`config.mk`:
```
export PLATFORM = sky130hd
export DESIGN_NAME = iq_sched
export DESIGN_NICKNAME = d
export VERILOG_FILES = /design/src/rtl/iq_sched_pkg.sv /design/src/rtl/iq_ins_arb.sv /design/src/rtl/iq_occ.sv /design/src/rtl/iq_pick.sv /design/src/rtl/iq_sched.sv
export SDC_FILE = /design/constraint.sdc
export NUM_CORES = 1
export LEC_CHECK = 0
export ABC_AREA = 0
export CORE_MARGIN = 4
export CORE_UTILIZATION = 50
export DETAILED_ROUTE_END_ITERATION = 12
export DONT_BUFFER_PORTS = 1
export PLACE_DENSITY = 0.64
export SETUP_SLACK_MARGIN = 0.5
export SLEW_MARGIN = 20
export SYNTH_ARGS = -nofsm -noshare
export SYNTH_HDL_FRONTEND = slang
export SYNTH_HIERARCHICAL = 1
export SYNTH_SLANG_ARGS = --single-unit
```
`constraint.sdc`:
```
create_clock -name clk -period 8.2 [get_ports clk]
set_input_delay 1.23 -clock clk [delete_from_list [all_inputs] [get_ports clk]]
set_output_delay 1.23 -clock clk [all_outputs]
set_load 0.02 [all_outputs]
```
`src/rtl/iq_sched_pkg.sv`:
```
package iq_sched_pkg;
  localparam int NUM_THR = 2;

  // Per-thread entry ceiling from the queue depth
  function automatic int half_up(input int n);
    return (n + 1) / 2;
  endfunction
endpackage

```
`src/rtl/iq_ins_arb.sv`:
```
module iq_ins_arb (
  input  logic       clk,
  input  logic       rst_n,
  input  logic [1:0] req,
  input  logic [1:0] blocked,
  output logic [1:0] grant
);
  logic [1:0] elig;
  logic       last_q, last_d;

  assign elig = req & ~blocked;

  always_comb begin
    if (&elig) grant = last_q ? 2'b01 : 2'b10;
    else       grant = elig;
  end

  always_comb begin
    last_d = last_q;
    if (|grant) last_d = grant[1];
  end

  always_ff @(posedge clk or negedge rst_n) begin
    if (!rst_n)      last_q <= 1'b1;
    else if (|grant) last_q <= last_d;
  end


  one_grant_chk: assert property (@(posedge clk) disable iff (!rst_n)
    $onehot0(grant));

  alt_after_t0_chk: assert property (@(posedge clk) disable iff (!rst_n)
    (&elig && grant[0]) |=> (!(&elig) || grant[1]));

  alt_after_t1_chk: assert property (@(posedge clk) disable iff (!rst_n)
    (&elig && grant[1]) |=> (!(&elig) || grant[0]));
endmodule

```
`src/rtl/iq_occ.sv`:
```
module iq_occ #(
  parameter int DEPTH = 8,
  parameter int CAP   = 4,
  parameter int CNT_W = 4
) (
  input  logic             clk,
  input  logic             rst_n,
  input  logic             ins_en,
  input  logic             ins_thr,
  input  logic             iss_en,
  input  logic             iss_thr,
  output logic [1:0]       at_cap,
  output logic             full,
  output logic [CNT_W-1:0] total
);
  logic [CNT_W-1:0] cnt_q [iq_sched_pkg::NUM_THR];
  logic [CNT_W-1:0] cnt_d [iq_sched_pkg::NUM_THR];

  for (genvar t = 0; t < iq_sched_pkg::NUM_THR; t++) begin : g_thr
    logic up, dn;
    assign up = ins_en && (ins_thr == t[0]);
    assign dn = iss_en && (iss_thr == t[0]);

    always_comb begin
      cnt_d[t] = cnt_q[t];
      if (up && !dn)      cnt_d[t] = cnt_q[t] + 1'b1;
      else if (dn && !up) cnt_d[t] = cnt_q[t] - 1'b1;
    end

    always_ff @(posedge clk or negedge rst_n) begin
      if (!rst_n)        cnt_q[t] <= '0;
      else if (up || dn) cnt_q[t] <= cnt_d[t];
    end

    assign at_cap[t] = (cnt_q[t] >= CNT_W'(CAP));


    cap_limit_chk: assert property (@(posedge clk) disable iff (!rst_n)
      cnt_q[t] <= CNT_W'(CAP));
  end

  assign total = cnt_q[0] + cnt_q[1];
  assign full  = (total >= CNT_W'(DEPTH));


  depth_limit_chk: assert property (@(posedge clk) disable iff (!rst_n)
    total <= CNT_W'(DEPTH));
endmodule

```
`src/rtl/iq_pick.sv`:
```
module iq_pick #(
  parameter int DEPTH = 8,
  parameter int IDX_W = 3
) (
  input  logic [DEPTH-1:0] rdy,
  output logic             found,
  output logic [IDX_W-1:0] sel
);
  // Slot 0 holds the oldest entry, so the lowest ready index wins
  always_comb begin
    found = 1'b0;
    sel   = '0;
    for (int i = DEPTH - 1; i >= 0; i--) begin
      if (rdy[i]) begin
        found = 1'b1;
        sel   = IDX_W'(i);
      end
    end
  end
endmodule

```
`src/rtl/iq_sched.sv`:
```
module iq_sched #(
  parameter int DEPTH = 8,
  parameter int TAG_W = 6
) (
  input  logic                  clk,
  input  logic                  rst_n,
  input  logic [1:0]            in_valid,
  input  logic [1:0][TAG_W-1:0] in_s0_tag,
  input  logic [1:0]            in_s0_rdy,
  input  logic [1:0][TAG_W-1:0] in_s1_tag,
  input  logic [1:0]            in_s1_rdy,
  input  logic [1:0][TAG_W-1:0] in_dst_tag,
  output logic [1:0]            in_accept,
  output logic [1:0]            in_stall,
  input  logic                  wake_valid,
  input  logic [TAG_W-1:0]      wake_tag,
  input  logic                  unit_ready,
  output logic                  issue_valid,
  output logic                  issue_thread,
  output logic [TAG_W-1:0]      issue_dst_tag
);
  localparam int CAP   = iq_sched_pkg::half_up(DEPTH);
  localparam int IDX_W = (DEPTH > 1) ? $clog2(DEPTH) : 1;
  localparam int CNT_W = $clog2(DEPTH + 2);

  // Entry state, slot 0 oldest, valid entries packed at the bottom
  logic [DEPTH-1:0] e_vld, e_thr, e_r0, e_r1;
  logic [TAG_W-1:0] e_s0 [DEPTH];
  logic [TAG_W-1:0] e_s1 [DEPTH];
  logic [TAG_W-1:0] e_dst[DEPTH];

  logic [DEPTH-1:0] n_vld, n_thr, n_r0, n_r1;
  logic [TAG_W-1:0] n_s0 [DEPTH];
  logic [TAG_W-1:0] n_s1 [DEPTH];
  logic [TAG_W-1:0] n_dst[DEPTH];

  // Contents of the slot above each slot, for gap closing
  logic [DEPTH-1:0] up_vld, up_thr, up_r0, up_r1;
  logic [TAG_W-1:0] up_s0 [DEPTH];
  logic [TAG_W-1:0] up_s1 [DEPTH];
  logic [TAG_W-1:0] up_dst[DEPTH];

  logic [1:0]       at_cap;
  logic             full;
  logic [CNT_W-1:0] total;
  logic [CNT_W-1:0] wr_pos;
  logic             ins_fire, ins_sel, issue_fire, pick_found;
  logic [IDX_W-1:0] pick_sel;
  logic [DEPTH-1:0] rdy_vec;
  logic             upd_en;

  logic [TAG_W-1:0] ins_s0, ins_s1, ins_dst;
  logic             ins_r0, ins_r1;

  // Insert side
  assign in_stall = at_cap | {2{full}};

  iq_ins_arb u_arb (
    .clk     (clk),
    .rst_n   (rst_n),
    .req     (in_valid),
    .blocked (in_stall),
    .grant   (in_accept)
  );

  assign ins_fire = |in_accept;
  assign ins_sel  = in_accept[1];
  assign ins_s0   = in_s0_tag[ins_sel];
  assign ins_s1   = in_s1_tag[ins_sel];
  assign ins_dst  = in_dst_tag[ins_sel];
  assign ins_r0   = in_s0_rdy[ins_sel];
  assign ins_r1   = in_s1_rdy[ins_sel];

  // Select side
  assign rdy_vec = e_vld & e_r0 & e_r1;

  iq_pick #(.DEPTH(DEPTH), .IDX_W(IDX_W)) u_pick (
    .rdy   (rdy_vec),
    .found (pick_found),
    .sel   (pick_sel)
  );

  assign issue_fire    = pick_found && unit_ready;
  assign issue_valid   = issue_fire;
  assign issue_thread  = e_thr[pick_sel];
  assign issue_dst_tag = e_dst[pick_sel];

  iq_occ #(.DEPTH(DEPTH), .CAP(CAP), .CNT_W(CNT_W)) u_occ (
    .clk     (clk),
    .rst_n   (rst_n),
    .ins_en  (ins_fire),
    .ins_thr (ins_sel),
    .iss_en  (issue_fire),
    .iss_thr (issue_thread),
    .at_cap  (at_cap),
    .full    (full),
    .total   (total)
  );

  assign wr_pos = total - CNT_W'(issue_fire);

  for (genvar g = 0; g < DEPTH; g++) begin : g_up
    if (g < DEPTH - 1) begin : g_mid
      assign up_vld[g] = e_vld[g+1];
      assign up_thr[g] = e_thr[g+1];
      assign up_r0[g]  = e_r0[g+1];
      assign up_r1[g]  = e_r1[g+1];
      assign up_s0[g]  = e_s0[g+1];
      assign up_s1[g]  = e_s1[g+1];
      assign up_dst[g] = e_dst[g+1];
    end else begin : g_top
      assign up_vld[g] = 1'b0;
      assign up_thr[g] = 1'b0;
      assign up_r0[g]  = 1'b0;
      assign up_r1[g]  = 1'b0;
      assign up_s0[g]  = '0;
      assign up_s1[g]  = '0;
      assign up_dst[g] = '0;
    end
  end

  // Next state: close the gap, apply wakeup, then place the insert
  always_comb begin
    for (int i = 0; i < DEPTH; i++) begin
      logic shift;
      shift = issue_fire && (IDX_W'(i) >= pick_sel);
      n_vld[i] = shift ? up_vld[i] : e_vld[i];
      n_thr[i] = shift ? up_thr[i] : e_thr[i];
      n_s0[i]  = shift ? up_s0[i]  : e_s0[i];
      n_s1[i]  = shift ? up_s1[i]  : e_s1[i];
      n_dst[i] = shift ? up_dst[i] : e_dst[i];
      n_r0[i]  = (shift ? up_r0[i] : e_r0[i]) ||
                 (wake_valid && (n_s0[i] == wake_tag));
      n_r1[i]  = (shift ? up_r1[i] : e_r1[i]) ||
                 (wake_valid && (n_s1[i] == wake_tag));
      if (ins_fire && (CNT_W'(i) == wr_pos)) begin
        n_vld[i] = 1'b1;
        n_thr[i] = ins_sel;
        n_s0[i]  = ins_s0;
        n_s1[i]  = ins_s1;
        n_dst[i] = ins_dst;
        n_r0[i]  = ins_r0 || (wake_valid && (ins_s0 == wake_tag));
        n_r1[i]  = ins_r1 || (wake_valid && (ins_s1 == wake_tag));
      end
    end
  end

  assign upd_en = issue_fire || ins_fire || wake_valid;

  always_ff @(posedge clk or negedge rst_n) begin
    if (!rst_n)      e_vld <= '0;
    else if (upd_en) e_vld <= n_vld;
  end

  always_ff @(posedge clk) begin
    if (upd_en) begin
      e_thr <= n_thr;
      e_r0  <= n_r0;
      e_r1  <= n_r1;
      for (int i = 0; i < DEPTH; i++) begin
        e_s0[i]  <= n_s0[i];
        e_s1[i]  <= n_s1[i];
        e_dst[i] <= n_dst[i];
      end
    end
  end


  issue_unit_chk: assert property (@(posedge clk) disable iff (!rst_n)
    issue_valid |-> unit_ready);

  accept_vs_stall_chk: assert property (@(posedge clk) disable iff (!rst_n)
    (in_accept & in_stall) == 2'b00);

  occ_sum_chk: assert property (@(posedge clk) disable iff (!rst_n)
    $countones(e_vld) == int'(total));

  packed_slots_chk: assert property (@(posedge clk) disable iff (!rst_n)
    ((e_vld + 1'b1) & e_vld) == '0);
endmodule

```
; Word-level counts from Yosys, hierarchy flattened
; Memory sizes are Yosys's and may differ from the RTL's.
; Cells that the tools add are included.
; W data, S select, Z words.
[word_totals]
rom_bits = 0
inputBits = 52
output_inout_bits = 12
latch_bits = 0
n_memories = 3
mem_bits_rw = 144
ff_bits = 41
word_cells = 316
[op_classes]
multipliers = 0
n_shift = 0
div = 0
order_cmp = 13
n_reduce_logical = 93
n_bitwise = 7
addsub = 6
n_mux = 147
eq_ne = 26
[mem_list]
columns = name, depth, word_bits, rd, rd_ports_with_merged_regs, write_ports, line_no
row1 = e_dst, 8, 6, 8, 0, 8, iq_sched.sv:30  ; logic [TAG_W-1:0] e_dst[DEPTH];
row2 = e_s0, 8, 6, 8, 0, 8, iq_sched.sv:28  ; logic [TAG_W-1:0] e_s0 [DEPTH];
row3 = e_s1, 8, 6, 8, 0, 8, iq_sched.sv:29  ; logic [TAG_W-1:0] e_s1 [DEPTH];
[op_table]
columns = operator, count
row1 = $mux W6, 54
row2 = $eq A6 B6 Y1, 18
row3 = $mux W1, 78
row4 = $logic_and A1 B1 Y1, 43
row5 = $mux W3, 8
row6 = $reduce_and A2 Y1, 12
row7 = $logic_or A1 B1 Y1, 22
row8 = $reduce_bool A2 Y1, 10
row9 = $and A8 B8 Y8, 2
row10 = $eq A3 B4 Y1 const A, 4
row11 = $mux W4, 4
row12 = $ge A3 B3 Y1 const A, 4
row13 = $add A4 B1 Y4 const B, 2
row14 = $eq A2 B4 Y1 const A, 2
row15 = $ge A4 B3 Y1 const B, 2
row16 = $sub A4 B1 Y4 const B, 2
row17 = $ge A1 B3 Y1 const A, 2
row18 = $ge A2 B3 Y1 const A, 2
row19 = $add A4 B4 Y4, 1
row20 = $eq A1 B4 Y1 const A, 1
row21 = $ge A4 B4 Y1 const B, 1
row22 = $logic_not A1 Y1, 4
row23 = $logic_not A4 Y1, 1
row24 = $lt A3 B4 Y1 const B, 1
row25 = 10 further kinds, 12

; Logic depth before layout (Yosys ltp)
[depth]
word_depth = 18
mapped_depth = 19
ltp_nobuf = 16

; Cells and area by module
; Netlist, hierarchy kept.
[modules_own_cells]
columns = mod, area_per_inst_um2, instances, seq_area_each_um2, cells_each
row1 = iq_sched, 10943.0, 1, 5245.0, 1034
row2 = iq_occ, 747.0, 1, 200.2, 72
row3 = iq_ins_arb, 83.8, 1, 26.3, 7
row4 = iq_pick, 80.1, 1, 0.0, 13

; Worst setup path after synthesis
; OpenSTA, ideal clock, no wires.
[synth_timing]
path_kind = reg-to-reg
start = reg u_occ/cnt_q[1] (netlist name)
end = reg e_r0[0] (enable)
n_path_buf = 3
t_required_ps = 6911
arrival_ps = 4999
slack_ps = 1912
path_stages_with_launch = 13
synth_period_minus_slack_ps = 6288
setup_ps = 1289
cell_sequence = dfrtp_1 > ha_1 > a21o_1 > a21oi_1 > xnor2_1 > or2_2 > nor2b_4 > a21oi_1 > buf_4 > buf_2 > buf_4 > nor2_1 > nand3_1
[synth_between]
elab_chain_len = 10
word_cells_on_any_way = 11
classes_between = add/sub (1) / order compare (2) / mux (1) / bitwise (3) / reduce/logical (4)
[synth_lines]
columns = item, line_no
row1 = "start, declared", iq_occ.sv:16  ; logic [CNT_W-1:0] cnt_q [iq_sched_pkg::NUM_THR];
row2 = "start signal, assigned by index", iq_occ.sv:32  ; else if (up || dn) cnt_q[t] <= cnt_d[t];
row3 = $add A4 B4 Y4, iq_occ.sv:42  ; assign total = cnt_q[0] + cnt_q[1];
row4 = $ge A4 B4 Y1, iq_occ.sv:43  ; assign full = (total >= CNT_W'(DEPTH));
row5 = via full, iq_sched.sv:44  ; logic full;
row6 = $or A2 B2 Y2, iq_sched.sv:56  ; assign in_stall = at_cap | {2{full}};
row7 = via in_stall[0], iq_sched.sv:14  ; output logic [1:0] in_stall,
row8 = $not A2 Y2, iq_ins_arb.sv:11  ; assign elig = req & ~blocked;
row9 = $and A2 B2 Y2, iq_ins_arb.sv:11
row10 = $reduce_and A2 Y1, iq_ins_arb.sv:14  ; if (&elig) grant = last_q ? 2'b01 : 2'b10;
row11 = $mux W2, iq_ins_arb.sv:14
row12 = via in_accept[1], iq_sched.sv:13  ; output logic [1:0] in_accept,
row13 = $reduce_or A2 Y1, iq_sched.sv:66  ; assign ins_fire = |in_accept;
row14 = $logic_or A1 B1 Y1 (2 in series), iq_sched.sv:148  ; assign upd_en = issue_fire || ins_fire || wake_valid;
row15 = via upd_en, iq_sched.sv:50  ; logic upd_en;
row16 = "end signal, assigned", iq_sched.sv:158  ; e_r0 <= n_r0;
row17 = "end, declared", iq_sched.sv:27  ; logic [DEPTH-1:0] e_vld, e_thr, e_r0, e_r1;
; The timed path passes the listed nets, and every way through them passes these cells.
; A chain may end at the register's enable or synchronous reset.

; Final worst setup path
[layout_timing]
start = reg u_occ/cnt_q[1] (netlist name)
end = reg e_r1[1], data pin
[layout_between]
elab_chain_len = 13
word_cells_on_any_way = 20
classes_between = add/sub (2) / order compare (2) / eq/ne (2) / mux (6) / bitwise (3) / reduce/logical (5)
[layout_lines]
columns = item, line_no
row1 = $add A4 B4 Y4 (*), iq_occ.sv:42
row2 = $ge A4 B4 Y1 (*), iq_occ.sv:43
row3 = via full, iq_sched.sv:44
row4 = $or A2 B2 Y2 (*), iq_sched.sv:56
row5 = via in_stall[1], iq_sched.sv:14
row6 = $not A2 Y2 (*), iq_ins_arb.sv:11
row7 = $and A2 B2 Y2 (*), iq_ins_arb.sv:11
row8 = $reduce_and A2 Y1, iq_ins_arb.sv:14
row9 = $mux W2 (*), iq_ins_arb.sv:14
row10 = via in_accept[1], iq_sched.sv:13
row11 = $mux W6 (not written as such) (2 in series), iq_sched.sv:69  ; assign ins_s1 = in_s1_tag[ins_sel];
row12 = $eq A6 B6 Y1, iq_sched.sv:143  ; n_r1[i] = ins_r1 || (wake_valid && (ins_s1 == wake_tag));
row13 = $logic_and A1 B1 Y1, iq_sched.sv:143
row14 = $logic_or A1 B1 Y1, iq_sched.sv:143
row15 = $mux W1 (*), iq_sched.sv:136  ; if (ins_fire && (CNT_W'(i) == wr_pos)) begin
row16 = via n_r1[1], iq_sched.sv:32  ; logic [DEPTH-1:0] n_vld, n_thr, n_r0, n_r1;
row17 = "end signal, assigned", iq_sched.sv:159  ; e_r1 <= n_r1;
row18 = "end, declared", iq_sched.sv:27
; Mark *: on every way through the listed nets, which the timed path passes. The rest lies on a longest branch. The select of a mux whose other input is x is not followed.

==> reports/metrics.cfg <==
[synthesis]
synth.avg_cell_area_um2=10.5
synth.mux.area_fraction=0.162
most_instantiated_flip_flop_cell_in_the_synthesis_netlist=sky130_fd_sc_hd__edfxtp_1
synthSimpleGateAreaFrac=0.157
synth.area.top_cells=sky130_fd_sc_hd__edfxtp_1 (43%), sky130_fd_sc_hd__mux2i_1 (11%), sky130_fd_sc_hd__xnor2_1 (3.8%), sky130_fd_sc_hd__o21ai_0 (3.4%), sky130_fd_sc_hd__dfrtp_1 (3.4%)
largest_family_of_logic_cells_by_synthesized_area=multiplexers
synth_sequential_area_ratio=0.462
yosys.area.top_type=sky130_fd_sc_hd__edfxtp_1
post_synth_fa_ha_maj_area_fraction=0.0167
synth_compound_gate_area_share=0.111
synth_xor_area_frac=0.0576
synth_cell_type_count=67
synth_most_common_cell=sky130_fd_sc_hd__edfxtp_1
synth_top_area_frac=0.426
ys.warnings.count=6
synth_nets=1192
synthesis.area_um2=11900
yosys_reg_bits=185
asyncSetResetFlopFracSynth=0.0919
netlist_top_cells_count=sky130_fd_sc_hd__edfxtp_1 (168), sky130_fd_sc_hd__mux2i_1 (132), sky130_fd_sc_hd__nand2_1 (96), sky130_fd_sc_hd__o21ai_0 (81), sky130_fd_sc_hd__a21oi_1 (72)
synthesis.instances=1126
synth-edff-count=168

[die]
die_width_um=162
core_area_um2=23400
initial_core_util=0.507
die_area_um2=26200
die_h_um=162
row_count=56
boundaryPins=64

[timing]
whs_ns=0.472
finalCriticalPeriod_ns=4.63
fin_tns_setup_ns=0
period_share=0.565
max_slew.worst_pin.slew_ns=1.04
finalHoldViolations=0
max-slew-margin-rel=0.302
highest_achievable_clock_rate_mhz=216
grt_setup_unrepaired=false
finalSetupViolCount=0
drv_slew=0
fin_skew_ns=0.0164

[route]
drt-vias-per-instance=6.27
met3_wirelength_mm=2.67
vias=8885
max_layer_used=met4
drtPass1Iterations=6
drt-met1-wl_mm=14.1
routed-wl-met2_mm=14.9
ant_nets=0
avgRoutedWirePerCell_um=22.8
first_drt_iteration_drcs=808
routed_wl_mm=32.3
drc=0

[pwr]
ir_worst_vdd_mv=0.195
power.share.sequential=0.346
power.share.switching=0.431
p_int_mw=3.65
power.leakage_nw=5.00
finalPower_mw=6.42
share_comb_of_total_power=0.524
pwr_density_cell_nw_per_um2=504
total_switching_power_mw=2.77
clkPwrFrac=0.130

[worst_setup_path]
cp.required_ns=8.48
worst_setup_path_start_kind=flop
worstSetupPathType=reg -> reg
max_stage_delay_ns=0.84
cp_common_cell=sky130_fd_sc_hd__xnor2_1
r2r_cells=13
regToRegStartpoint=u_occ/cnt_q[1]$_DFFE_PN0P_
timing.rr.end=e_r1[1]$_DFFE_PP_
maximum_net_fanout_on_the_critical_path=27
worst_setup_path_startpoint=u_occ/cnt_q[1]$_DFFE_PN0P_
end_kind=flop
crit_path_slowest_cell=sky130_fd_sc_hd__o41ai_2
cp.arrival_ns=4.91
critical_path.cell_chain=ha_1 -> a21o_1 -> a21oi_1 -> xnor2_1 -> or2_2 -> nand2b_4 -> a21oi_4 -> buf_4 -> mux2i_2 -> xnor2_1 -> o41ai_2 -> nor2_1 -> a31oi_1
r2r_setup_slack_ns=3.57

[global_routing]
global_route.overflow_total=0
first_global_vias=8749
grt_antenna_before_repair=0
pin_count_of_the_biggest_net_entering_global_routing=60
global_route_wire_length_before_repair_mm=50.5
global_route.usage.total=0.248

[cts]
cts.hold.buffers_added=0
clock_latency_on_the_worst_skew_pair_ns=0.45
clk_transition_reported_paths_ns=0.08
tritoncts=done
cts_inserted_buffers=17
root_buffer=sky130_fd_sc_hd__clkbuf_16
cts.htree.levels=4
numClockSinks=185
postCtsResizedCells=0
cts_setup_buffers=0
cts_max_path_buffers=2

[placed_design]
dp.cells=1386
detailed_place.area_um2=12100
place.gp.congestion=0.857
number_of_buffer_cells_added_on_primary_ports=0
detailedPlacementHpwl_mm=22.0

[final_layout]
final.fill_count=2090
synthToLayoutAreaGrowth_pct=7.49
nets=1152
post_route_cells_drive_above_1_share=0.115
final-instance-count-excl-fill=1418
antennaDiodeCount=0
postLayoutCellArea_um2=12700

[outcome]
run_status=finished clean

[run]
max_cap_violations=0

[hold_path]
hold_path_class=in -> async

## worst max-delay path: cells and delay by family, from the launching register on
kind / cells / cell delay, ns
AO/OA/AOI/OAI: 5 / 1.46
multiplexers: 1 / 0.74
XOR/XNOR: 2 / 0.29
buffers and inverters: 1 / 0.50
AND/OR/NAND/NOR: 3 / 0.68
adder cells (fa/ha/maj): 1 / 0.32
flip-flops: 1 / 0.46
## routing by layer
metal,vias up,global-route usage
met5,-,0
li1,4143,-
met4,0,0.0746
met2,335,0.393
met3,45,0.0619
met1,4362,0.341
## stage by stage
step	worst slack, ns	util
after floorplan	1.91	-
after global placement	3.71	0.519
after detailed placement	3.67	0.519
after CTS	3.57	0.544
after global routing	3.24	0.544
final	3.57	0.544
## how the worst max path moves through the flow
stage | to | slack, ns | depth (start not counted)
finish | e_r1[1]$_DFFE_PP_ | 3.57 | 13
global placement | e_s1[0][16]$_DFFE_PP_ | 3.71 | 11
CTS | e_r1[1]$_DFFE_PP_ | 3.57 | 13
global route | e_r1[6]$_DFFE_PP_ | 3.24 | 14
floorplan | e_r0[0]$_DFFE_PP_ | 1.91 | 12
detailed placement | e_r1[2]$_DFFE_PP_ | 3.67 | 13
## cell type report
| cell class | count | area [um^2] | area share |
|---|---|---|---|
| Sequential cell | 185 | 5470 | 0.429 |
| Clock inverter | 15 | 174 | 0.0136 |
| Tap cell | 319 | 399 | 0.0313 |
| Multi-Input combinational cell | 845 | 6050 | 0.475 |
| Timing Repair Buffer | 23 | 173 | 0.0136 |
| Inverter | 14 | 52.6 | 0.00412 |
| Clock buffer | 17 | 425 | 0.0334 |
## cells by family after synthesis
logic type	count (synthesis)
AO/OA/AOI/OAI	225
XOR/XNOR	78
adder cells (fa/ha/maj)	14
buffers and inverters	96
flip-flops	185
multiplexers	169
AND/OR/NAND/NOR	359
## flip-flops by register name (all words and copies together), names as in the netlist
register and flops:
u_occ/cnt_q 8, e_r1 8, e_thr 8, e_dst 48, u_arb/last_q 1, e_r0 8
e_vld 8, e_s0 48, e_s1 48
## power by group through the flow
stage                     combinational, mW  sequential (mW)  clock, mW
after floorplan                        2.65             2.13          0
after global placement                 3.27             2.21          0
after detailed placement               3.35             2.23          0
after CTS                              3.36             2.21      0.849
after global routing                   3.72             2.28      0.887
final                                  3.36             2.22      0.835
## placed cells by master (no fill, tap or decap), types with 4 or more instances in the layout
master	n
sky130_fd_sc_hd__nor3_1	9
sky130_fd_sc_hd__nand2b_1	11
sky130_fd_sc_hd__or4_1	6
sky130_fd_sc_hd__inv_1	9
sky130_fd_sc_hd__nor2b_1	4
sky130_fd_sc_hd__mux4_2	14
sky130_fd_sc_hd__a21oi_1	71
sky130_fd_sc_hd__dfrtp_1	16
sky130_fd_sc_hd__nor2_1	48
sky130_fd_sc_hd__clkinv_8	4
sky130_fd_sc_hd__nand2_1	96
sky130_fd_sc_hd__and3_1	61
sky130_fd_sc_hd__clkbuf_16	17
sky130_fd_sc_hd__mux2i_1	132
sky130_fd_sc_hd__nand3_1	55
sky130_fd_sc_hd__inv_8	5
sky130_fd_sc_hd__or2_2	7
sky130_fd_sc_hd__o211ai_2	4
sky130_fd_sc_hd__nand4_1	12
sky130_fd_sc_hd__or3_1	8
sky130_fd_sc_hd__a31oi_1	12
sky130_fd_sc_hd__ha_1	11
sky130_fd_sc_hd__xnor2_1	52
sky130_fd_sc_hd__mux2i_2	6
sky130_fd_sc_hd__o21ai_0	81
sky130_fd_sc_hd__xor2_1	26
sky130_fd_sc_hd__edfxtp_1	168
sky130_fd_sc_hd__mux2_2	16
sky130_fd_sc_hd__inv_2	4
sky130_fd_sc_hd__nor4_1	16
sky130_fd_sc_hd__a211oi_1	4
sky130_fd_sc_hd__buf_4	23
sky130_fd_sc_hd__and2_1	9
sky130_fd_sc_hd__o21ai_1	17
No activity file was read; power rests on OpenSTA's default activity.
